--- config.mk ---
export PLATFORM = sky130hd
export DESIGN_NAME = serial_mul4
export DESIGN_NICKNAME = d
export VERILOG_FILES = /design/src/rtl/mulser_pkg.sv /design/src/rtl/mulser_ctrl.sv /design/src/rtl/mulser_dp.sv /design/src/rtl/serial_mul4.sv
export SDC_FILE = /design/constraint.sdc
export NUM_CORES = 1
export LEC_CHECK = 0
export BUFFER_PORTS_ARGS = -buffer_cell sky130_fd_sc_hd__buf_2
export CAP_MARGIN = 0
export CELL_PAD_IN_SITES_DETAIL_PLACEMENT = 0
export CELL_PAD_IN_SITES_GLOBAL_PLACEMENT = 1
export CORE_MARGIN = 10
export CORE_UTILIZATION = 41
export DETAILED_ROUTE_END_ITERATION = 12
export PLACE_DENSITY = 0.87
export SLEW_MARGIN = 20
export SYNTH_ARGS = -nofsm -noshare
export SYNTH_HDL_FRONTEND = slang
export SYNTH_SLANG_ARGS = --single-unit
--- constraint.sdc ---
create_clock -name clk -period 4.7 [get_ports clk]
set_clock_uncertainty 0.15 [all_clocks]
set_input_delay 0.235 -clock clk [delete_from_list [all_inputs] [get_ports clk]]
set_output_delay 0.235 -clock clk [all_outputs]
set_load 0.1 [all_outputs]
--- src/rtl/mulser_pkg.sv ---
package mulser_pkg;

  // Strobes from the sequencer to the datapath
  typedef struct packed {
    logic step;   // a digit or drain step is processed this cycle
    logic first;  // first step: clear partial sum, use factorIn
    logic feed;   // take digitIn (else a zero digit)
    logic high;   // this step belongs to the high phase
  } mulStrobe_t;

  typedef enum logic [1:0] {
    ST_IDLE = 2'd0,
    ST_LOW  = 2'd1,
    ST_HIGH = 2'd2
  } mulState_t;

endpackage

--- src/rtl/mulser_ctrl.sv ---
module mulser_ctrl
  import mulser_pkg::*;
#(
  parameter int NARROW_DIGITS = 4,
  parameter int WIDE_DIGITS   = 8,
  parameter int HIGH_DIGITS   = 4
) (
  input  logic       clk,
  input  logic       rstN,
  input  logic       start,
  input  logic       wideMode,
  input  logic       wantHigh,
  output mulStrobe_t strb
);

  localparam int CNT_W = $clog2(WIDE_DIGITS) + 1;
  localparam logic [CNT_W-1:0] NARROW_LAST = CNT_W'(NARROW_DIGITS - 1);
  localparam logic [CNT_W-1:0] WIDE_LAST   = CNT_W'(WIDE_DIGITS - 1);
  localparam logic [CNT_W-1:0] HIGH_LAST   = CNT_W'(HIGH_DIGITS - 1);

  mulState_t        state, stateNext;
  logic [CNT_W-1:0] cnt, cntNext, curIdx, lowLast;
  logic             wideQ, highQ, accept, wideCur, highCur;

  always_comb begin
    accept  = (state == ST_IDLE) && start;
    wideCur = accept ? wideMode : wideQ;
    highCur = accept ? wantHigh : highQ;
    lowLast = wideCur ? WIDE_LAST : NARROW_LAST;
    curIdx  = accept ? '0 : cnt;

    strb.step  = accept || (state != ST_IDLE);
    strb.first = accept;
    strb.feed  = accept || (state == ST_LOW);
    strb.high  = (state == ST_HIGH);

    stateNext = state;
    cntNext   = cnt;
    if (accept || state == ST_LOW) begin
      if (curIdx == lowLast) begin
        stateNext = highCur ? ST_HIGH : ST_IDLE;
        cntNext   = '0;
      end else begin
        stateNext = ST_LOW;
        cntNext   = curIdx + 1'b1;
      end
    end else if (state == ST_HIGH) begin
      if (cnt == HIGH_LAST) begin
        stateNext = ST_IDLE;
        cntNext   = '0;
      end else begin
        cntNext = cnt + 1'b1;
      end
    end
  end

  always_ff @(posedge clk or negedge rstN) begin
    if (!rstN) begin
      state <= ST_IDLE;
      cnt   <= '0;
      wideQ <= 1'b0;
      highQ <= 1'b0;
    end else begin
      state <= stateNext;
      cnt   <= cntNext;
      if (accept) begin
        wideQ <= wideMode;
        highQ <= wantHigh;
      end
    end
  end

  AST_HIGH_NEEDS_REQUEST: assert property (@(posedge clk) disable iff (!rstN)
    (state == ST_HIGH) |-> highQ);

  AST_BUSY_START_IGNORED: assert property (@(posedge clk) disable iff (!rstN)
    (state != ST_IDLE && start) |=> (wideQ == $past(wideQ) && highQ == $past(highQ)));

  AST_LOW_COUNT_RANGE: assert property (@(posedge clk) disable iff (!rstN)
    (state == ST_LOW) |-> (cnt <= (wideQ ? WIDE_LAST : NARROW_LAST)));

  AST_LOW_THEN_HIGH: assert property (@(posedge clk) disable iff (!rstN)
    (state == ST_LOW && cnt == (wideQ ? WIDE_LAST : NARROW_LAST) && highQ) |=> (state == ST_HIGH));

endmodule

--- src/rtl/mulser_dp.sv ---
module mulser_dp
  import mulser_pkg::*;
#(
  parameter int FACTOR_W = 8
) (
  input  logic                clk,
  input  logic                rstN,
  input  mulStrobe_t          strb,
  input  logic [FACTOR_W-1:0] factorIn,
  input  logic [1:0]          digitIn,
  output logic [1:0]          prodOut,
  output logic                prodValid,
  output logic                phaseHigh
);

  localparam int ACC_W = FACTOR_W + 1;  // partial sum with sign
  localparam int SUM_W = FACTOR_W + 3;  // adder width

  logic [FACTOR_W-1:0] factorQ, factorCur;
  logic [ACC_W-1:0]    accQ, accCur;
  logic                carryQ, carryCur, carryNext;
  logic [1:0]          digitCur;
  logic [2:0]          effDigit;
  logic [SUM_W-1:0]    fExt, term, sum;

  always_comb begin
    factorCur = strb.first ? factorIn : factorQ;
    accCur    = strb.first ? '0 : accQ;
    carryCur  = strb.first ? 1'b0 : carryQ;
    digitCur  = strb.feed ? digitIn : 2'b00;
    effDigit  = {1'b0, digitCur} + {2'b00, carryCur};
    fExt      = {{(SUM_W-FACTOR_W){1'b0}}, factorCur};

    // Recoded multiple: 3 -> -1 with carry, 4 -> 0 with carry
    case (effDigit)
      3'd1:    term = fExt;
      3'd2:    term = fExt << 1;
      3'd3:    term = ~fExt + 1'b1;
      default: term = '0;
    endcase
    carryNext = (effDigit >= 3'd3);

    sum = {{(SUM_W-ACC_W){accCur[ACC_W-1]}}, accCur} + term;
  end

  always_ff @(posedge clk or negedge rstN) begin
    if (!rstN) begin
      factorQ   <= '0;
      accQ      <= '0;
      carryQ    <= 1'b0;
      prodOut   <= 2'b00;
      prodValid <= 1'b0;
      phaseHigh <= 1'b0;
    end else begin
      prodValid <= strb.step;
      phaseHigh <= strb.step && strb.high;
      if (strb.step) begin
        factorQ <= factorCur;
        accQ    <= sum[SUM_W-1:2];
        carryQ  <= carryNext;
        prodOut <= sum[1:0];
      end else begin
        prodOut <= 2'b00;
      end
    end
  end

  AST_HIGH_IGNORES_DIGITS: assert property (@(posedge clk) disable iff (!rstN)
    strb.high |-> !strb.feed);

  AST_HIGH_IS_VALID: assert property (@(posedge clk) disable iff (!rstN)
    phaseHigh |-> prodValid);

  AST_DRAIN_EMPTY: assert property (@(posedge clk) disable iff (!rstN)
    (phaseHigh && !strb.high) |-> (accQ == '0 && !carryQ));

  AST_START_GIVES_OUTPUT: assert property (@(posedge clk) disable iff (!rstN)
    strb.first |=> prodValid);

endmodule

--- src/rtl/serial_mul4.sv ---
module serial_mul4
  import mulser_pkg::*;
#(
  parameter int FACTOR_W      = 8,
  parameter int NARROW_DIGITS = 4,
  parameter int WIDE_DIGITS   = 8,
  parameter int HIGH_DIGITS   = FACTOR_W / 2
) (
  input  logic                clk,
  input  logic                rstN,
  input  logic                start,
  input  logic                wideMode,
  input  logic                wantHigh,
  input  logic [FACTOR_W-1:0] factorIn,
  input  logic [1:0]          digitIn,
  output logic [1:0]          prodOut,
  output logic                prodValid,
  output logic                phaseHigh
);

  mulStrobe_t strb;

  mulser_ctrl #(
    .NARROW_DIGITS(NARROW_DIGITS),
    .WIDE_DIGITS  (WIDE_DIGITS),
    .HIGH_DIGITS  (HIGH_DIGITS)
  ) i_ctrl (
    .clk     (clk),
    .rstN    (rstN),
    .start   (start),
    .wideMode(wideMode),
    .wantHigh(wantHigh),
    .strb    (strb)
  );

  mulser_dp #(
    .FACTOR_W(FACTOR_W)
  ) i_dp (
    .clk      (clk),
    .rstN     (rstN),
    .strb     (strb),
    .factorIn (factorIn),
    .digitIn  (digitIn),
    .prodOut  (prodOut),
    .prodValid(prodValid),
    .phaseHigh(phaseHigh)
  );

endmodule

Word-level counts from Yosys, hierarchy flattened --
Index checks and enable logic that the tools add are counted. W data, S select, Z words.
Word-level totals: memories kept 0, output and inout bits 4, latch bits 0, ROM bits 0, logic and storage cells 52, input bits 15, RAM bits 0, bits in registers 30
Cells by class: muxes and demuxes 19, eq/ne operators 7, shift operators 0, $add $sub $neg 5, reductions and logical operators 9, $lt $le $gt $ge 1, multiply operators 0, bitwise logic cells 1, divide/modulo/power cells 0
Operator list (count):
- $pmux W11 S3 | 1
- $mux W4 | 5
- $mux W2 | 7
- $add A11 B1 Y11 const B | 1
- $add A11 B11 Y11 | 1
- $not A8 Y11 | 1
- $mux W9 | 1
- $add A4 B1 Y4 const B | 2
- $mux W8 | 1
- $eq A3 B2 Y1 const B | 2
- $reduce_bool A2 Y1 | 3
- $eq A4 B2 Y1 const B | 1
- $eq A4 B4 Y1 | 1
- $add A2 B1 Y3 | 1
- $eq A3 B1 Y1 const B | 1
- $ge A3 B2 Y1 const B | 1
- $mux W1 | 3
- $mux W3 | 1
- $eq A2 B1 Y1 const B | 1
- $eq A2 B2 Y1 const B | 1
- $logic_and A1 B1 Y1 | 2
- $logic_not A2 Y1 | 1
- $logic_or A1 B1 Y1 | 2
- $reduce_and A2 Y1 | 1

Depth between registers and ports, before layout --
Gate-level depths: netlist of the first run.
word-level depth 9, mapped depth 19, gate-level depth less buffers 16

Hierarchy --
Synthesis of the first run repeated with hierarchy kept, for this count alone.
Second synthesis, totals: cell total of the unflattened synthesis 278, area total of the unflattened synthesis 2438.6 um2
Modules (own cells, without submodules):
- mulser_dp | instances 1, cells an instance 210, area each 1814.2 um2, sequential area each 550.5 um2
- mulser_ctrl | instances 1, cells an instance 68, area each 624.3 um2, sequential area each 200.2 um2

Worst setup path before layout of the first run --
Ideal clock, no wire load.
path kind flip-flop to flip-flop, start reg i_ctrl.state[0], end reg i_dp.accQ[7], cell stages (with the launch flop) 18, path buffers 3, data required time 4481 ps, arrival 4246 ps, setup time 69 ps, slack 235 ps, period minus slack after synthesis 4465 ps, path through dfrtp_1 -> or3b_1 -> clkbuf_1 -> clkbuf_1 -> and2_1 -> ha_1 -> clkbuf_2 -> or3b_1 -> mux2i_2 -> nand2_1 -> o221ai_1 -> ha_1 -> a21o_1 -> a21o_1 -> a2111oi_2 -> nor2_1 -> or4_1 -> nand3_1
Between the ends: word-level cells in the longest chain between the ends 8, elaborated cells between the ends (all ways) 18, classes of those cells add/sub: 3; eq/ne: 4; mux: 5; bitwise: 1; reduce/logical: 5
RTL lines:
- from (decl) | RTL line mulser_ctrl.sv:21 | mulState_t state, stateNext;
- from (signal assigned) | RTL line mulser_ctrl.sv:64 | state <= stateNext;
- branches (longest 8 deep; another with $add A11 B1 Y11)
- to (signal assigned) | RTL line mulser_dp.sv:59 | accQ <= sum[SUM_W-1:2];
- to (decl) | RTL line mulser_dp.sv:20 | logic [ACC_W-1:0] accQ, accCur;
Parallel ways; which one is timed is not known. A chain may end at the register's enable or synchronous reset.

Final worst setup path of the first run --
start reg i_ctrl.state[1], end reg i_dp.accQ[7]
The elaborated chain is that of the path after synthesis.

==> results of run 1 <==
==> synthesized netlist by cell type, drive strengths merged (5+ instances only) <==
cell    number  area share
o21ai       17       0.037
a31oi        6       0.016
nor2        20       0.034
a21o         7       0.023
nand3        5       0.011
xnor2        8       0.031
o221ai       6       0.023
nor3        11       0.026
dfrtp       30        0.33
a21oi       16       0.035
inv         15       0.025
mux2i        9       0.041
ha          15       0.082
nand2       24       0.039
clkbuf       8       0.014
and2        14       0.038
==> state kept, by name, indices dropped and copies added, names as in the netlist <==
| signal | count |
|---|---|
| i_dp.phaseHigh | 1 |
| i_ctrl.wideQ | 1 |
| i_dp.carryQ | 1 |
| i_ctrl.cnt | 4 |
| i_dp.prodValid | 1 |
| i_ctrl.highQ | 1 |
| i_ctrl.state | 2 |
| i_dp.accQ | 9 |
| i_dp.prodOut | 2 |
| i_dp.factorQ | 8 |
==> metrics by stage <==
stage                     total power [W]  cell area (um^2)
final                             0.00203              2620
after global placement            0.00169              2470
after CTS                         0.00204              2620
after detailed placement          0.00170              2470
after floorplan                   0.00144              2290
after global routing              0.00224              2620
==> per-layer routing <==
| layer | vias up | wire length, um | global-route usage |
|---|---|---|---|
| met3 | 10 | 243 | 0.0285 |
| met5 | - | 0 | 0 |
| met2 | 36 | 2480 | 0.202 |
| met1 | 938 | 2420 | 0.158 |
| met4 | 0 | 85 | 0.0536 |
| li1 | 1001 | - | - |
==> final timing paths <==
kind / from / to / slack [ps]
min in group asynchronous: rstN / i_dp.accQ[3]$_DFFE_PN0P_ / 370
worst min register to register: i_dp.accQ[0]$_DFFE_PN0P_ / i_dp.accQ[0]$_DFFE_PN0P_ / 320
worst min-delay path: wideMode / i_ctrl.wideQ$_DFF_PN0_ / 6
max in group asynchronous: rstN / i_ctrl.state[1]$_DFFE_PN0P_ / 3580
worst max-delay path: i_ctrl.state[1]$_DFFE_PN0P_ / i_dp.accQ[7]$_DFFE_PN0P_ / 290
worst max register to register: i_ctrl.state[1]$_DFFE_PN0P_ / i_dp.accQ[7]$_DFFE_PN0P_ / 290
==> logic make-up after synthesis <==
family	after synthesis	synth area share
buffers and inverters	26	0.0475
xor gates and xnor gates	12	0.0459
DFF	30	0.328
and+or+nand+nor	95	0.222
adders and majority gates	16	0.0907
muxes	12	0.0557
AOI/OAI and AO/OA	73	0.210
==> cells in the final DEF, fill, tap and decap left out, types with 2 or more instances in the layout <==
master	n
a211oi_1	4
a21o_1	7
a21oi_1	16
a22oi_1	2
a31oi_1	6
and2_1	14
buf_2	18
buf_4	7
bufinv_16	2
clkbuf_8	6
dfrtp_1	30
ha_1	15
inv_1	14
mux2_2	3
mux2i_1	8
nand2_1	24
nand2b_1	4
nand3_1	5
nor2_1	19
nor3_1	10
nor3b_1	3
nor4b_1	3
o211ai_1	4
o21ai_0	16
o21bai_1	2
o221ai_1	6
or3b_1	2
xnor2_1	8
xor2_1	4
==> cell type report <==
class                           instances  area [um^2]  area share
Inverter                               15         56.3      0.0215
Clock inverter                          2         60.1      0.0229
Timing Repair Buffer                   26          153      0.0582
Tap cell                               72         90.1      0.0343
Multi-Input combinational cell        208         1430       0.546
Sequential cell                        30          751       0.286
Clock buffer                            6         82.6      0.0315
==> power by group <==
part / switching (W) / total, W / internal, W
registers: 0.0000915 / 0.000479 / 0.000388
clock network: 0.000102 / 0.000329 / 0.000226
logic: 0.000715 / 0.00123 / 0.000512
total: 0.000909 / 0.00203 / 0.00113
==> what timing repair did <==
action,CTS,global route
hold buffers,1,0
endpoints found under the hold margin,30,0
resized for setup,0,0
==> worst register-to-register path: cells and delay by family (launching register included) <==
family	cells	cell delay, ps
adder cells (fa/ha/maj)	2	580
multiplexers	1	370
flip-flops	1	540
AND/OR/NAND/NOR	7	1800
AO/OA/AOI/OAI	4	900
==> run metrics, run 1 <==
status=finished clean; clk buf depth=2; final WL=5230 um; fill count=530; Final period util=0.938; placed instance count=350; CTS clk-pin slew, worst paths=60 ps; n_diodes=0; Slew headroom=0.541; post-CTS setup buffer count=0; antenna violations before repair=0; HPWL after DPL=slightly above 4000 um; Fmax=227 MHz; max-cap violation count=0; Post-Syn Nets=approximately 300; number of port buffers=18; CP max stage delay=540 ps; worst vdd ir=0.238 mV; die area=8980 um^2; drt pass-1 iters=4; global-route wire length before repair=between 9000 and 10000 um; Worst Path Buf+Inv=0; Post-synth EDFFs=0; layout cells sized above 1=0.153; CTS Buf Count=5; Tot GR Track Use=0.126; Hold Path Depth=3; FFs w/ async S/R, synth=1.00; sequential fraction of the synthesis area=0.328; delay-heaviest family, CP=simple AND/OR/NAND/NOR gates; DRC Markers=0; TritonCTS clock tree=yes; vias in the first global route=between 1500 and 2000; Final nets=317; Place WS=323 ps; Worst Slack Setup Final=292 ps; FF+latch count, synth=30; min-delay worst type=input pin to flop; YS warnings=0; critical path depth=14; Hold Slack=5.61 ps; die width=94.8 um; Cell variety after synth=53; cells after synthesis=264; Mean Syn Cell Area=approximately 8.7 um^2; Worst Setup Start Kind=flop; Layout Cells excl Fill=between 300 and 400; Final Wtd Congestion=0.927; PD cells=775 nW/um^2; Skew-Pair Late Insertion Delay=between 200 and 300 ps; Initial Util=0.419; I/O pins=19; Crit. End Element=flop; worst setup path category=flop to flop; largest net degree at the start of global routing=31; # clock sinks=30; Starting DRT DRC Count=75; fin util=0.479; crit-path max FO=14; Synth Cell Area=between 2000 and 2500 um^2; FP Rows=27; Area Growth Syn to Fin=14.5%; vias=1985; count of final hold-check violations=0; Slew @ Worst Pin=689 ps; final slew viol count=0; Crit path required time=4770 ps; core area=5470 um^2; worst-case reg-to-reg path depth=14; Wirelength per Cell=14.6 um; crit path max-delay cell type=dfrtp_1; DRT antenna net count=0; top_reg_cell synth=dfrtp_1; CP Data Arrival Time=4470 ps; setup TNS=0 ps; Cell Chain, Critical Path=or3b_1 -> and2_1 -> ha_1 -> or3b_1 -> mux2i_2 -> nand2_1 -> o221ai_1 -> ha_1 -> a21o_1 -> a21o_1 -> a2111oi_2 -> nor2_1 -> or4_1 -> nand3_1; Via density=5.53; Die Y=~95 um; Clock Tree Root=clkbuf_8; global route overflow=0; Setup violations, final=0; Leakage=1.19 nW; H-tree depth=2; RSZ-0062 raised after global routing=no; Tmin final=about 4400 ps
Note: power is estimated with default switching activity, not from simulation.
==> inputs of run 2 (changes only) <==
--- a/config.mk
+++ b/config.mk
@@ -12,6 +12,7 @@
 export CORE_MARGIN = 10
 export CORE_UTILIZATION = 41
 export DETAILED_ROUTE_END_ITERATION = 12
+export MAX_ROUTING_LAYER = met4
 export PLACE_DENSITY = 0.87
 export SLEW_MARGIN = 20
 export SYNTH_ARGS = -nofsm -noshare
==> constraint.sdc (replaced) <==
create_clock -name clk -period 4.7 [get_ports clk]
set_clock_uncertainty 0.15 [all_clocks]
set_input_delay 0.235 -clock clk [delete_from_list [all_inputs] [get_ports clk]]
set_output_delay 0.235 -clock clk [all_outputs]
set_load 0.05 [all_outputs]
==> run metrics, run 2 (synthesis results as in run 1) <==
global route overflow=0 (unchanged); setup TNS=0 ps (unchanged); CTS Buf Count=5 (unchanged); Regs by FF count=i_dp.accQ (9), i_dp.factorQ (8), i_ctrl.cnt (4) (unchanged); worst setup path category=flop to flop (unchanged); Wirelength per Cell=14.6 um (about the same); FP Rows=27 (unchanged); CP Capture Point=i_dp.accQ[7]$_DFFE_PN0P_ (unchanged); power share of the sequential group=0.241 (was 0.236); layout cells sized above 1=0.153 (unchanged); largest net degree at the start of global routing=31 (unchanged); vias in the first global route=1937 (was 1942); Clock Tree Root=clkbuf_8 (unchanged); CP Data Arrival Time=4460 ps (was 4470 ps); worst-case reg-to-reg path depth=14 (unchanged); area of the multi-input gates=1430 um^2 (unchanged); flop-to-flop setup slack=310 ps (was 290 ps); Leakage=1.19 nW (unchanged); Skew-Pair Late Insertion Delay=290 ps (about the same); clock network power share=0.165 (was 0.161); # clock sinks=30 (unchanged); status=finished clean (unchanged); Final period util=0.934 (was 0.938); final WL=5230 um (about the same); RR Startpoint=i_ctrl.state[1]$_DFFE_PN0P_ (unchanged); min-delay worst type=input pin to flop (unchanged); crit-path max FO=14 (unchanged); die width=94.8 um (unchanged); Final Wtd Congestion=0.944 (was 0.927); total power=0.00199 W (was 0.00203 W); antenna violations before repair=0 (unchanged); Switching Power=0.000861 W (was 0.000909 W); commonest cells after routing, fill and taps aside=30 x dfrtp_1, 24 x nand2_1, 19 x nor2_1 (unchanged); Comb power frac=0.594 (was 0.603); post-CTS setup buffer count=0 (unchanged); crit path max-delay cell type=dfrtp_1 (unchanged); Slew headroom=0.542 (was 0.541); Crit path required time=4770 ps (about the same); fill count=530 (unchanged); commonest non-fill, non-tap cell in the layout=dfrtp_1 (unchanged); RSZ-0062 raised after global routing=no (unchanged); Via density=5.61 (was 5.53); Worst Slack Setup Final=310 ps (was 292 ps); DRT antenna net count=0 (unchanged); global-route wire length before repair=9090 um (unchanged); n_diodes=0 (unchanged); Place WS=323 ps (unchanged); Tmin final=4390 ps (was 4410 ps); switching part of the total=0.433 (was 0.447); core area=5470 um^2 (unchanged); count of final hold-check violations=0 (unchanged); CP max stage delay=540 ps (about the same); Internal Power=0.00113 W (about the same); Final nets=317 (unchanged); H-tree depth=2 (unchanged); CTS clk-pin slew, worst paths=60 ps (about the same); Fmax=228 MHz (was 227 MHz); TritonCTS clock tree=yes (unchanged); Crit. End Element=flop (unchanged); worst vdd ir=0.237 mV (was 0.238 mV); DRC Markers=0 (unchanged); max-cap violation count=0 (unchanged); Area Growth Syn to Fin=14.5% (unchanged); Largest register FFs=9 (unchanged); fin util=0.479 (unchanged); clk buf depth=2 (unchanged); drt pass-1 iters=4 (unchanged); Reg area=751 um^2 (unchanged); Slew @ Worst Pin=687 ps (was 689 ps); HPWL after DPL=4020 um (unchanged); critical path depth=14 (unchanged); vias=2015 (was 1985); I/O pins=19 (unchanged); Setup violations, final=0 (unchanged); Worst Path Buf+Inv=0 (unchanged); Worst Setup Start Kind=flop (unchanged); CP Launch Point=i_ctrl.state[1]$_DFFE_PN0P_ (unchanged); Hold Slack=7.75 ps (was 5.61 ps); Starting DRT DRC Count=86 (was 75); Die Y=94.8 um (unchanged); PD cells=758 nW/um^2 (was 775 nW/um^2); final slew viol count=0 (unchanged); Cell Chain, Critical Path=or3b_1 -> and2_1 -> ha_1 -> or3b_1 -> mux2i_2 -> nand2_1 -> o221ai_1 -> ha_1 -> a21o_1 -> a21o_1 -> a2111oi_2 -> nor2_1 -> or4_1 -> nand3_1 (unchanged); number of port buffers=18 (unchanged); most flop-heavy register=i_dp.accQ (unchanged); worst r2r dst=i_dp.accQ[7]$_DFFE_PN0P_ (unchanged); die area=8980 um^2 (unchanged); Tot GR Track Use=0.129 (was 0.126); Initial Util=0.419 (unchanged); delay-heaviest family, CP=simple AND/OR/NAND/NOR gates (unchanged)
[run 2: cell type report]
cell class	count	share of cell area
clock buffers	6	0.0315
clock inverters	2	0.0229
inverters	15	0.0215
multi-input cells	208	0.546
flip-flops and latches	30	0.286
well taps	72	0.0343
repair buffers	26	0.0582
[run 2: worst min-delay path by stage]
| stage | depth (start not counted) | startpoint | to | slack, ps |
|---|---|---|---|---|
| 2_1_floorplan | 0 | rstN | i_ctrl.cnt[0]$_DFFE_PN0P_ | -210 |
| 6_report | 3 | wideMode | i_ctrl.wideQ$_DFF_PN0_ | 8 |
| 5_1_grt | 3 | wideMode | i_ctrl.wideQ$_DFF_PN0_ | 40 |
| 3_3_place_gp | 1 | rstN | i_dp.accQ[2]$_DFFE_PN0P_ | 170 |
| 4_1_cts | 3 | wideMode | i_ctrl.wideQ$_DFF_PN0_ | 5 |
| 3_5_place_dp | 1 | rstN | i_dp.accQ[2]$_DFFE_PN0P_ | 170 |
[run 2: worst register-to-register path: cells and delay by family, from the launching register on]
kind	cells	cell delay, ps
AND/OR/NAND/NOR	7	1810
AO/OA/AOI/OAI	4	890
adder cells (fa/ha/maj)	2	580
flip-flops	1	540
multiplexers	1	370
[run 2: what timing repair did]
action | in CTS | in global routing
setup endpoints to repair | 0 | 0
resized for setup | 0 | 0
hold endpoints to repair | 30 | 0
hold buffers | 1 | 0
[run 2: per-layer routing]
| layer | global-route usage | vias to the layer above | wire (um) |
|---|---|---|---|
| li1 | - | 999 | - |
| met1 | 0.158 | 951 | 2410 |
| met2 | 0.202 | 54 | 2480 |
| met3 | 0.0285 | 11 | 248 |
| met4 | 0.0536 | 0 | 85 |
| met5 | - | - | 0 |
[run 2: stage by stage]
step | area (um^2) | cells
final | 2620 | 359
after CTS | 2620 | 359
after global placement | 2470 | 350
after detailed placement | 2470 | 350
after floorplan | 2290 | 264
after global routing | 2620 | 359
[run 2: power by group through the flow]
stage	clock network, W	logic (W)	registers (W)
after CTS	0.000334	0.00118	0.000480
final	0.000328	0.00118	0.000479
after floorplan	0	0.000902	0.000495
after global routing	0.000348	0.00134	0.000500
after global placement	0	0.00116	0.000481
after detailed placement	0	0.00117	0.000485
